===== config.mk =====
export PLATFORM = sky130hd
export DESIGN_NAME = qswap_unit
export DESIGN_NICKNAME = d
export VERILOG_FILES = /design/src/rtl/qswap_unit.sv
export SDC_FILE = /design/constraint.sdc
export NUM_CORES = 1
export LEC_CHECK = 0
export BUFFER_PORTS_ARGS = -buffer_cell sky130_fd_sc_hd__buf_4
export CAP_MARGIN = 15
export CELL_PAD_IN_SITES_DETAIL_PLACEMENT = 1
export CELL_PAD_IN_SITES_GLOBAL_PLACEMENT = 2
export CORE_AREA = 2 2 307 309
export CTS_CLUSTER_SIZE = 20
export DETAILED_ROUTE_END_ITERATION = 7
export DIE_AREA = 0 0 309 311
export GPL_ROUTABILITY_DRIVEN = 0
export GPL_TIMING_DRIVEN = 0
export PLACE_DENSITY_LB_ADDON = 0.05
export SLEW_MARGIN = 20
export SYNTH_ARGS = -nofsm -noshare
export SYNTH_HDL_FRONTEND = slang
export SYNTH_SLANG_ARGS = --single-unit

===== constraint.sdc =====
create_clock -name clk -period 1.4 [get_ports clk]
set_input_delay 0.28 -clock clk [delete_from_list [all_inputs] [get_ports clk]]
set_output_delay 0.28 -clock clk [all_outputs]
set_load 0.1 [all_outputs]

===== src/rtl/qswap_unit.sv =====
module qswap_unit #(
  parameter int XW = 64,
  parameter int RW = 5
) (
  input  logic            clk,
  input  logic            rst_n,
  input  logic            start_i,
  input  logic [31:0]     instr_i,
  input  logic            big_endian_i,
  input  logic [1:0]      ovl_mode_i,
  input  logic [XW-1:0]   sp_i,
  output logic [RW-1:0]   rs_a_o,
  input  logic [XW-1:0]   rd_a_i,
  output logic [RW-1:0]   rs_b_o,
  input  logic [XW-1:0]   rd_b_i,
  output logic [RW-1:0]   rs_n_o,
  input  logic [XW-1:0]   rd_n_i,
  output logic            wr_en_a_o,
  output logic [RW-1:0]   wr_addr_a_o,
  output logic [XW-1:0]   wr_data_a_o,
  output logic            wr_en_b_o,
  output logic [RW-1:0]   wr_addr_b_o,
  output logic [XW-1:0]   wr_data_b_o,
  output logic            mem_req_o,
  output logic            mem_we_o,
  output logic            mem_lock_o,
  output logic [XW-1:0]   mem_addr_o,
  output logic [2*XW-1:0] mem_wdata_o,
  input  logic            mem_ready_i,
  input  logic [2*XW-1:0] mem_rdata_i,
  output logic            acq_o,
  output logic            rel_o,
  output logic            tag_chk_o,
  output logic            done_o,
  output logic            undef_o,
  output logic            fault_o
);
  localparam int QW = 2 * XW;
  localparam int AL = $clog2(QW / 8);
  localparam logic [RW-1:0] RZ = '1;
  localparam logic [31:0] FIX_MASK = 32'hFF20_FC00;
  localparam logic [31:0] FIX_VAL  = 32'h1920_8000;

  typedef enum logic [2:0] {S_IDLE, S_DEC, S_RD, S_WR, S_FIN} st_t;
  st_t st;

  logic [31:0]   ins_q;
  logic          be_q;
  logic [1:0]    mode_q;
  logic [XW-1:0] addr_q;
  logic [QW-1:0] sdat_q, ldat_q;
  logic          zero_q, skip_q, undef_q, fault_q;

  logic [RW-1:0] f_rt, f_rt2, f_rn;
  assign f_rt  = ins_q[4:0];
  assign f_rt2 = ins_q[20:16];
  assign f_rn  = ins_q[9:5];

  logic match, bad_reg, overlap, sp_base;
  assign match   = (ins_q & FIX_MASK) == FIX_VAL;
  assign bad_reg = (f_rt == RZ) || (f_rt2 == RZ);
  assign overlap = f_rt == f_rt2;
  assign sp_base = f_rn == RZ;

  logic [XW-1:0] base;
  assign base = sp_base ? sp_i : rd_n_i;

  assign rs_a_o = f_rt;
  assign rs_b_o = f_rt2;
  assign rs_n_o = f_rn;

  always_ff @(posedge clk) begin
    if (!rst_n) begin
      st      <= S_IDLE;
      ins_q   <= '0;
      be_q    <= 1'b0;
      mode_q  <= '0;
      addr_q  <= '0;
      sdat_q  <= '0;
      ldat_q  <= '0;
      zero_q  <= 1'b0;
      skip_q  <= 1'b0;
      undef_q <= 1'b0;
      fault_q <= 1'b0;
    end else begin
      undef_q <= 1'b0;
      fault_q <= 1'b0;
      case (st)
        S_IDLE: if (start_i) begin
          ins_q  <= instr_i;
          be_q   <= big_endian_i;
          mode_q <= ovl_mode_i;
          zero_q <= 1'b0;
          skip_q <= 1'b0;
          st     <= S_DEC;
        end
        S_DEC: begin
          addr_q <= base;
          sdat_q <= be_q ? {rd_a_i, rd_b_i} : {rd_b_i, rd_a_i};
          if (!match || bad_reg || (overlap && mode_q[0])) begin
            undef_q <= 1'b1;
            st      <= S_IDLE;
          end else if (overlap && mode_q == 2'b10) begin
            skip_q <= 1'b1;
            st     <= S_FIN;
          end else if (sp_base && (sp_i[AL-1:0] != '0)) begin
            fault_q <= 1'b1;
            st      <= S_IDLE;
          end else begin
            zero_q <= overlap;
            st     <= S_RD;
          end
        end
        S_RD: if (mem_ready_i) begin
          ldat_q <= mem_rdata_i;
          st     <= S_WR;
        end
        S_WR: if (mem_ready_i) st <= S_FIN;
        S_FIN: st <= S_IDLE;
        default: st <= S_IDLE;
      endcase
    end
  end

  assign mem_req_o   = (st == S_RD) || (st == S_WR);
  assign mem_lock_o  = mem_req_o;
  assign mem_we_o    = st == S_WR;
  assign mem_addr_o  = addr_q;
  assign mem_wdata_o = sdat_q;

  assign acq_o     = mem_lock_o & ins_q[23];
  assign rel_o     = mem_lock_o & ins_q[22];
  assign tag_chk_o = mem_lock_o & ~sp_base;

  assign done_o  = st == S_FIN;
  assign undef_o = undef_q;
  assign fault_o = fault_q;

  logic fin_wr;
  assign fin_wr = done_o & ~skip_q;

  assign wr_en_a_o   = fin_wr;
  assign wr_en_b_o   = fin_wr & ~zero_q;
  assign wr_addr_a_o = f_rt;
  assign wr_addr_b_o = f_rt2;
  assign wr_data_a_o = zero_q ? '0 : (be_q ? ldat_q[QW-1:XW] : ldat_q[XW-1:0]);
  assign wr_data_b_o = be_q ? ldat_q[XW-1:0] : ldat_q[QW-1:XW];


  rd_then_wr_chk: assert property (@(posedge clk) disable iff (!rst_n)
    (mem_req_o && mem_ready_i && !mem_we_o) |=> (mem_lock_o && mem_we_o));

  wr_then_done_chk: assert property (@(posedge clk) disable iff (!rst_n)
    (mem_req_o && mem_ready_i && mem_we_o) |=> (done_o && !mem_lock_o));

  hold_req_chk: assert property (@(posedge clk) disable iff (!rst_n)
    (mem_req_o && !mem_ready_i) |=> (mem_req_o && $stable(mem_addr_o) && $stable(mem_we_o)));

  undef_quiet_chk: assert property (@(posedge clk) disable iff (!rst_n)
    undef_o |-> (!wr_en_a_o && !wr_en_b_o && !mem_req_o));

  pair_write_chk: assert property (@(posedge clk) disable iff (!rst_n)
    wr_en_b_o |-> (wr_en_a_o && done_o));

  fault_quiet_chk: assert property (@(posedge clk) disable iff (!rst_n)
    fault_o |-> (!mem_req_o && !wr_en_a_o));

  flags_in_lock_chk: assert property (@(posedge clk) disable iff (!rst_n)
    (acq_o || rel_o || tag_chk_o) |-> mem_lock_o);

  one_outcome_chk: assert property (@(posedge clk) disable iff (!rst_n)
    $onehot0({done_o, undef_o, fault_o}));
endmodule


==> metrics.txt, run 1 <==
number of buffers on the longest clock path 3; Yosys reg bits 362; count of clock tree sinks 362; end-of-flow core utilization 0.369; leakage 0.0163 uW; die span in y 311 um; buffers and inverters on the worst path 4; number of nets in the layout 3,397; synthesized-area fraction occupied by ao, oa, aoi and oai cells 0.188; Tot GR Track Use 0.197; Most Frequent Cell on Critical Path buf_12; CP arrival 1.96 ns; largest family of logic cells by synthesized area multiplexers; parity-gate share of the synthesized area counting xor and xnor cells 0.00301; library cells used by synthesis 38; largest voltage drop on the vdd net 0.000651 V; dpl cell area 25,900 um2; CP max stage cell dfxtp_4; cell area after synthesis 17,400 um2; proportion of synthesized flip-flops having asynchronous set or reset 0; Hold Path Class primary input to flop; critical path capture point type output pin; Required @ worst endpoint 1.12 ns; number of hold-slack violations in the final timing report 0; crit share post-route 1.60; number of antenna violations at the first check in global routing 22; met3 track utilization from global routing 0.0616; instance count along the most critical hold path 4; number of warnings reported in the yosys synthesis log 0; Most Used Layer, Global Route met2; hold slack final 0.0438 ns; count of mapped cells out of synthesis 1,878; Starting Density 0.188; min setup slack post-route -0.841 ns; mux share of post-synthesis cell area 0.188; CTS H-tree depth 2; worst setup path category flop to output pin; CTS tree yes; global route overflow 0; Relative slew margins 0.473; depth of the most critical reg-to-reg path 7; clock skew after layout 0.0216 ns; Vias 18,300; DRC violation total after the first TritonRoute iteration 517; average footprint of a synthesized cell 9.28 um2; area of all placed cells without fillers 34,300 um2; outcome finished with violations; register clock-pin slew on the reported worst setup and hold paths 0.06 ns; Power Density 932 nW/um2; met2 track demand over resource 0.362; critical path cell sequence buf_12, buf_12, buf_16, mux2i_4, nor2_4, buf_12; failing checks negative setup slack; depth of the critical timing path with buffers and inverters included 6; final-report setup violation count 716; area inside the core boundary 92,800 um2; Final Max Tran Viols 0; Avg Vias per Cell 4.28; die width 309 um; CTS Buf Count 50; simple-gate portion of the synthesized area 0.143; kind of cell adding the most delay to the critical path buffers and inverters; transition time of the tightest slew-check pin 0.780 ns; Filler Cells Inserted 10,300; largest net degree at the start of global routing 13; wire length of the first global-routing pass 139 mm; number of detailed-route iterations in the first pass 4; sequential share of the synthesized area 0.416; max-capacitance violation count 0; worst stage delay on the critical path 0.40 ns; number of buffers added on ports 777; HPWL reported at the end of detailed placement 76.5 mm; number of enable-type register cells in the synthesized netlist 0; layout cells sized above 1 0.490; DR DRC count 0; cell row count 112; adder and majority cell fraction of the synthesized area 0; total die area 96,100 um2; worst-path fanout max 5; layout-stage area growth over the synthesis result 96.5%; number of nets with antenna violations after routing 0; worst-skew pair later-pin latency 0.59 ns; overall routed net length 100 mm; met1 global-route usage 0.218; via count of the first global-routing pass 20,000; I/O Pins 779; mean routed wirelength per cell 23.5 um; net count after synthesis 2,301; RSZ-0062 raised after global routing yes; fin crit period 2.24 ns; CP Launch Type flop; top achievable clock speed 0.446 GHz; Root Driver clkbuf_16; worst slack at placement -1.05 ns; predominant post-synthesis flop cell dfxtp_1
[metrics by stage]
stage	setup TNS, ns	total power [uW]	instances
5_1_grt	-317.60	33300	4274
4_1_cts	-310.89	32300	4214
3_3_place_gp	-381.87	18200	3909
6_report	-252.82	31900	4278
2_1_floorplan	-48.53	15800	1878
3_5_place_dp	-337.97	18300	3909
[timing repair]
action	in CTS	in global routing
pin swaps	29	158
setup buffers	34	30
gates resized for setup	450	463
endpoints found under the setup margin	715	717
gates cloned	11	24
hold endpoints to repair	172	0
hold buffers	172	0
[state kept, by name, summed over array words and instances, names as in the netlist]
name,cells
be_q,1
fault_o,1
ins_q,32
ldat_q,128
mem_addr_o,64
mem_wdata_o,128
mode_q,2
skip_q,1
st,3
undef_o,1
zero_q,1
[synth_stat cells (3+ instances only)]
master    count  area [um2]
a21boi_1    111         833
o21ai_0       3        15.0
nand4_1       5        31.3
mux2_2       64         721
a21boi_0     43         323
buf_6        13         146
a21boi_2     11         124
xnor2_1       5        43.8
buf_4        35         263
clkbuf_1     58         218
o211a_1     192        1920
nand3b_1      3        22.5
nand2_1     516        1940
dfxtp_1     362        7250
nand2_2      10        62.6
nand3_1       3        15.0
nor3_1        5        25.0
nor2_1       71         267
buf_2        81         405
and2_1        4        25.0
mux2i_1     256        2560
inv_1         5        18.8
[where the power goes]
group / switching, uW / internal (uW)
logic: 5140 / 2980
registers: 288 / 10700
clock network: 5190 / 7590
total: 10600 / 21300
[cell usage in the layout, fill, tap and decap left out, drive strengths merged, types with 7 or more instances in the layout]
| cell type | netlist | final |
|---|---|---|
| buf | 131 | 981 |
| nand2 | 526 | 526 |
| dfxtp | 362 | 362 |
| mux2i | 256 | 256 |
| o211a | 192 | 192 |
| dlygate4sd3 | 0 | 172 |
| a21boi | 165 | 165 |
| clkbuf | 58 | 159 |
| nor2 | 71 | 71 |
| mux2 | 64 | 64 |
| diode | 0 | 13 |
| clkinv | 0 | 8 |
| nor3 | 7 | 7 |
[tightest hold or removal path: stages]
cell and delay [ns]:
buf_4 0.08, mux2i_1 0.05, nand2_1 0.06, o211a_1 0.13
[cell families after synthesis]
kind of cell,Yosys count
mux,320
xor+xnor,6
flops,362
simple gates,628
compound gates,368
buf+inv,194
[metal layers]
metal,vias up,wire length [um]
met4,24,2240
met1,8943,38200
li1,8704,-
met3,121,7570
met2,527,52300
met5,-,170
[worst paths after layout]
kind              slack, ns                to       start
setup / recovery      -0.84   wr_data_a_o[55]        be_q
hold / removal         0.04   mem_wdata_o[49]  rd_a_i[49]
hold reg to reg        0.47         ins_q[29]   ins_q[29]
setup reg to reg      -0.55  mem_wdata_o[121]       st[1]
[final cells by class]
class	instances	area, um2	share of cell area
Multi-Input combinational cell	1322	11500	0.335
Timing Repair Buffer	1048	10300	0.302
Sequential cell	362	7260	0.212
Buffer	185	1950	0.0568
Clock buffer	81	1570	0.0459
Tap cell	1254	1570	0.0458
Clock inverter	8	40.0	0.00117
Antenna cell	13	32.5	0.000950
Inverter	5	21.3	0.000621
Note: power is estimated with default switching activity, not from simulation.
==> inputs of run 2 (changes only) <==
--- a/config.mk
+++ b/config.mk
@@ -5,6 +5,7 @@
 export SDC_FILE = /design/constraint.sdc
 export NUM_CORES = 1
 export LEC_CHECK = 0
+export ABC_AREA = 1
 export BUFFER_PORTS_ARGS = -buffer_cell sky130_fd_sc_hd__buf_4
 export CAP_MARGIN = 15
 export CELL_PAD_IN_SITES_DETAIL_PLACEMENT = 1
==> metrics.txt, run 2 <==
Vias 20,900; Power Density 1160 nW/um2; Crit Reg-Reg Endpoint ldat_q[94]; launching point of the worst reg2reg path st[1]; DRC violation total after the first TritonRoute iteration 753; register clock-pin slew on the reported worst setup and hold paths 0.05 ns; area taken by multi-input logic gates 9190 um2; number of hold-slack violations in the final timing report 0; I/O Pins 779; Root Driver clkbuf_16; layout cells sized above 1 0.396; predominant post-synthesis flop cell dfxtp_1; most common cell after layout, fill and taps aside buf_4; most instantiated cells after synthesis 506 x nand2_1, 362 x dfxtp_1, 359 x o21ai_0; fin crit period 2.28 ns; most area-consuming cells after synthesis dfxtp_1 45%, nand2_1 12%, o21ai_0 11%, a31oi_1 7.5%, a21oi_1 5.1%; count of mapped cells out of synthesis 2,211; library cells used by synthesis 28; cell area after synthesis 16,000 um2; FF/Latch Area 7270 um2; total die area 96,100 um2; worst-path fanout max 7; Yosys reg bits 362; number of nets with antenna violations after routing 0; number of antenna violations at the first check in global routing 27; wire length of the first global-routing pass 155 mm; top achievable clock speed 0.439 GHz; Required @ worst endpoint 1.12 ns; launching instance or port of the critical path be_q; RSZ-0062 raised after global routing yes; number of enable-type register cells in the synthesized netlist 0; largest net degree at the start of global routing 13; Filler Cells Inserted 10,700; post-synthesis cell type with the largest combined area dfxtp_1; number of warnings reported in the yosys synthesis log 0; Relative slew margins 0.347; worst slack at placement -0.826 ns; DR DRC count 0; CTS Buf Count 50; area inside the core boundary 92,800 um2; depth of the most critical reg-to-reg path 6; CTS H-tree depth 2; HPWL reported at the end of detailed placement 81.1 mm; overall routed net length 109 mm; Starting Density 0.173; failing checks negative setup slack; outcome finished with violations; CTS tree yes; number of buffers on the longest clock path 3; via count of the first global-routing pass 23,000; global route overflow 0; CP arrival 2.00 ns; clock skew after layout 0.0247 ns; largest voltage drop on the vdd net 0.000825 V; hold slack final 0.0233 ns; proportion of synthesized flip-flops having asynchronous set or reset 0; Avg Vias per Cell 4.36; sequential share of the synthesized area 0.452; CP Launch Type flop; layout-stage area growth over the synthesis result 118%; crit share post-route 1.63; leading cell type by number of instances after synthesis nand2_1; number of buffers added on ports 776; leakage 0.0144 uW; min setup slack post-route -0.877 ns; cell row count 112; Hold Path Class primary input to flop; final-report setup violation count 715; worst setup path category flop to output pin; die width 309 um; worst-skew pair later-pin latency 0.60 ns; net count after synthesis 2,634; mean routed wirelength per cell 22.8 um; Final Max Tran Viols 0; count of clock tree sinks 362; number of nets in the layout 3,928; critical path capture point type output pin; average footprint of a synthesized cell 7.26 um2; register-to-register setup slack -0.45 ns; post-synth top area share 0.452; most frequent cells in the layout 700 x buf_4, 452 x nand2_1, 395 x dlygate4sd3_1, 353 x dfxtp_1, 231 x o21ai_0; number of detailed-route iterations in the first pass 4; transition time of the tightest slew-check pin 0.979 ns; max-capacitance violation count 0; Tot GR Track Use 0.215; crit path capture wr_data_a_o[29]; die span in y 311 um
==> run 2: changes by cell type in the layout (fill, tap and decap cells not counted), sizes merged, moves of 164 or more <==
| cell | change |
|---|---|
| a21boi | -165 |
| a21oi | +164 |
| a31oi | +192 |
| dlygate4sd3 | +223 |
| mux2i | -256 |
| o211a | -192 |
| o21ai | +402 |
==> run 2: layer usage <==
| metal | vias up | global-route usage | part of all wire |
|---|---|---|---|
| met5 | - | 0 | 0.0018 |
| met3 | 125 | 0.0564 | 0.058 |
| li1 | 10100 | - | - |
| met1 | 10200 | 0.242 | 0.39 |
| met2 | 516 | 0.401 | 0.53 |
| met4 | 28 | 0.0472 | 0.019 |
==> run 2: kinds of logic after synthesis <==
group / count (synthesis) / synth area share
AO/OA/AOI/OAI: 827 / 0.283
flip-flops: 362 / 0.452
AND/OR/NAND/NOR: 638 / 0.155
buffers and inverters: 384 / 0.110
==> run 2: cell type report <==
cell class / count / area share
inverter: 162 / 0.0182
antenna: 12 / 0.000857
timing repair buffer: 1243 / 0.361
buffer: 221 / 0.0618
sequential: 362 / 0.207
clock inverter: 7 / 0.00182
clock buffer: 78 / 0.0416
tap: 1254 / 0.0448
multi-input combinational: 1465 / 0.262
==> run 2: per-stage QoR <==
| stage | total power (uW) | utilization | area (um2) | instances | TNS (ns) |
|---|---|---|---|---|---|
| floorplan | 20700 | - | 17300 | 2211 | -80.45 |
| global placement | 24800 | 0.266 | 24700 | 4241 | -289.32 |
| detailed placement | 24900 | 0.267 | 24700 | 4241 | -260.61 |
| CTS | 39600 | 0.351 | 32600 | 4743 | -304.74 |
| global route | 42100 | 0.378 | 35000 | 4801 | -265.98 |
| finish | 40500 | 0.378 | 35000 | 4804 | -207.73 |
==> run 2: where the power goes <==
group          switching [uW]  leakage [uW]  internal (uW)
combinational           11000        0.0107           5400
clock                    5230      0.000747           7250
sequential                541       0.00297          11000
total                   16800        0.0144          23700
==> run 2: worst max-delay path: stages, from the launching register on <==
cell      delay (ns)
dfxtp_4         0.36
buf_12          0.15
buf_16          0.16
buf_16          0.16
a211oi_4        0.34
buf_12          0.22
==> run 2: worst min-delay path by stage <==
| stage | start | to | slack (ns) | cells past startpoint |
|---|---|---|---|---|
| floorplan | ins_q[29] | ins_q[29] | 0.43 | 2 |
| global placement | mode_q[1] | mode_q[1] | 0.45 | 2 |
| detailed placement | ins_q[29] | ins_q[29] | 0.45 | 2 |
| CTS | mem_rdata_i[97] | ldat_q[97] | 0.0003 | 3 |
| global route | instr_i[27] | ins_q[27] | 0.01 | 3 |
| finish | instr_i[27] | ins_q[27] | 0.02 | 3 |
==> run 2: timing repair <==
| action | CTS | global route |
|---|---|---|
| setup endpoints to repair | 718 | 718 |
| endpoints found under the hold margin | 331 | 0 |
| resized for setup | 500 | 596 |
| setup buffers | 14 | 27 |
| cloned | 8 | 26 |
| pin swaps | 51 | 21 |
| hold buffers | 395 | 0 |
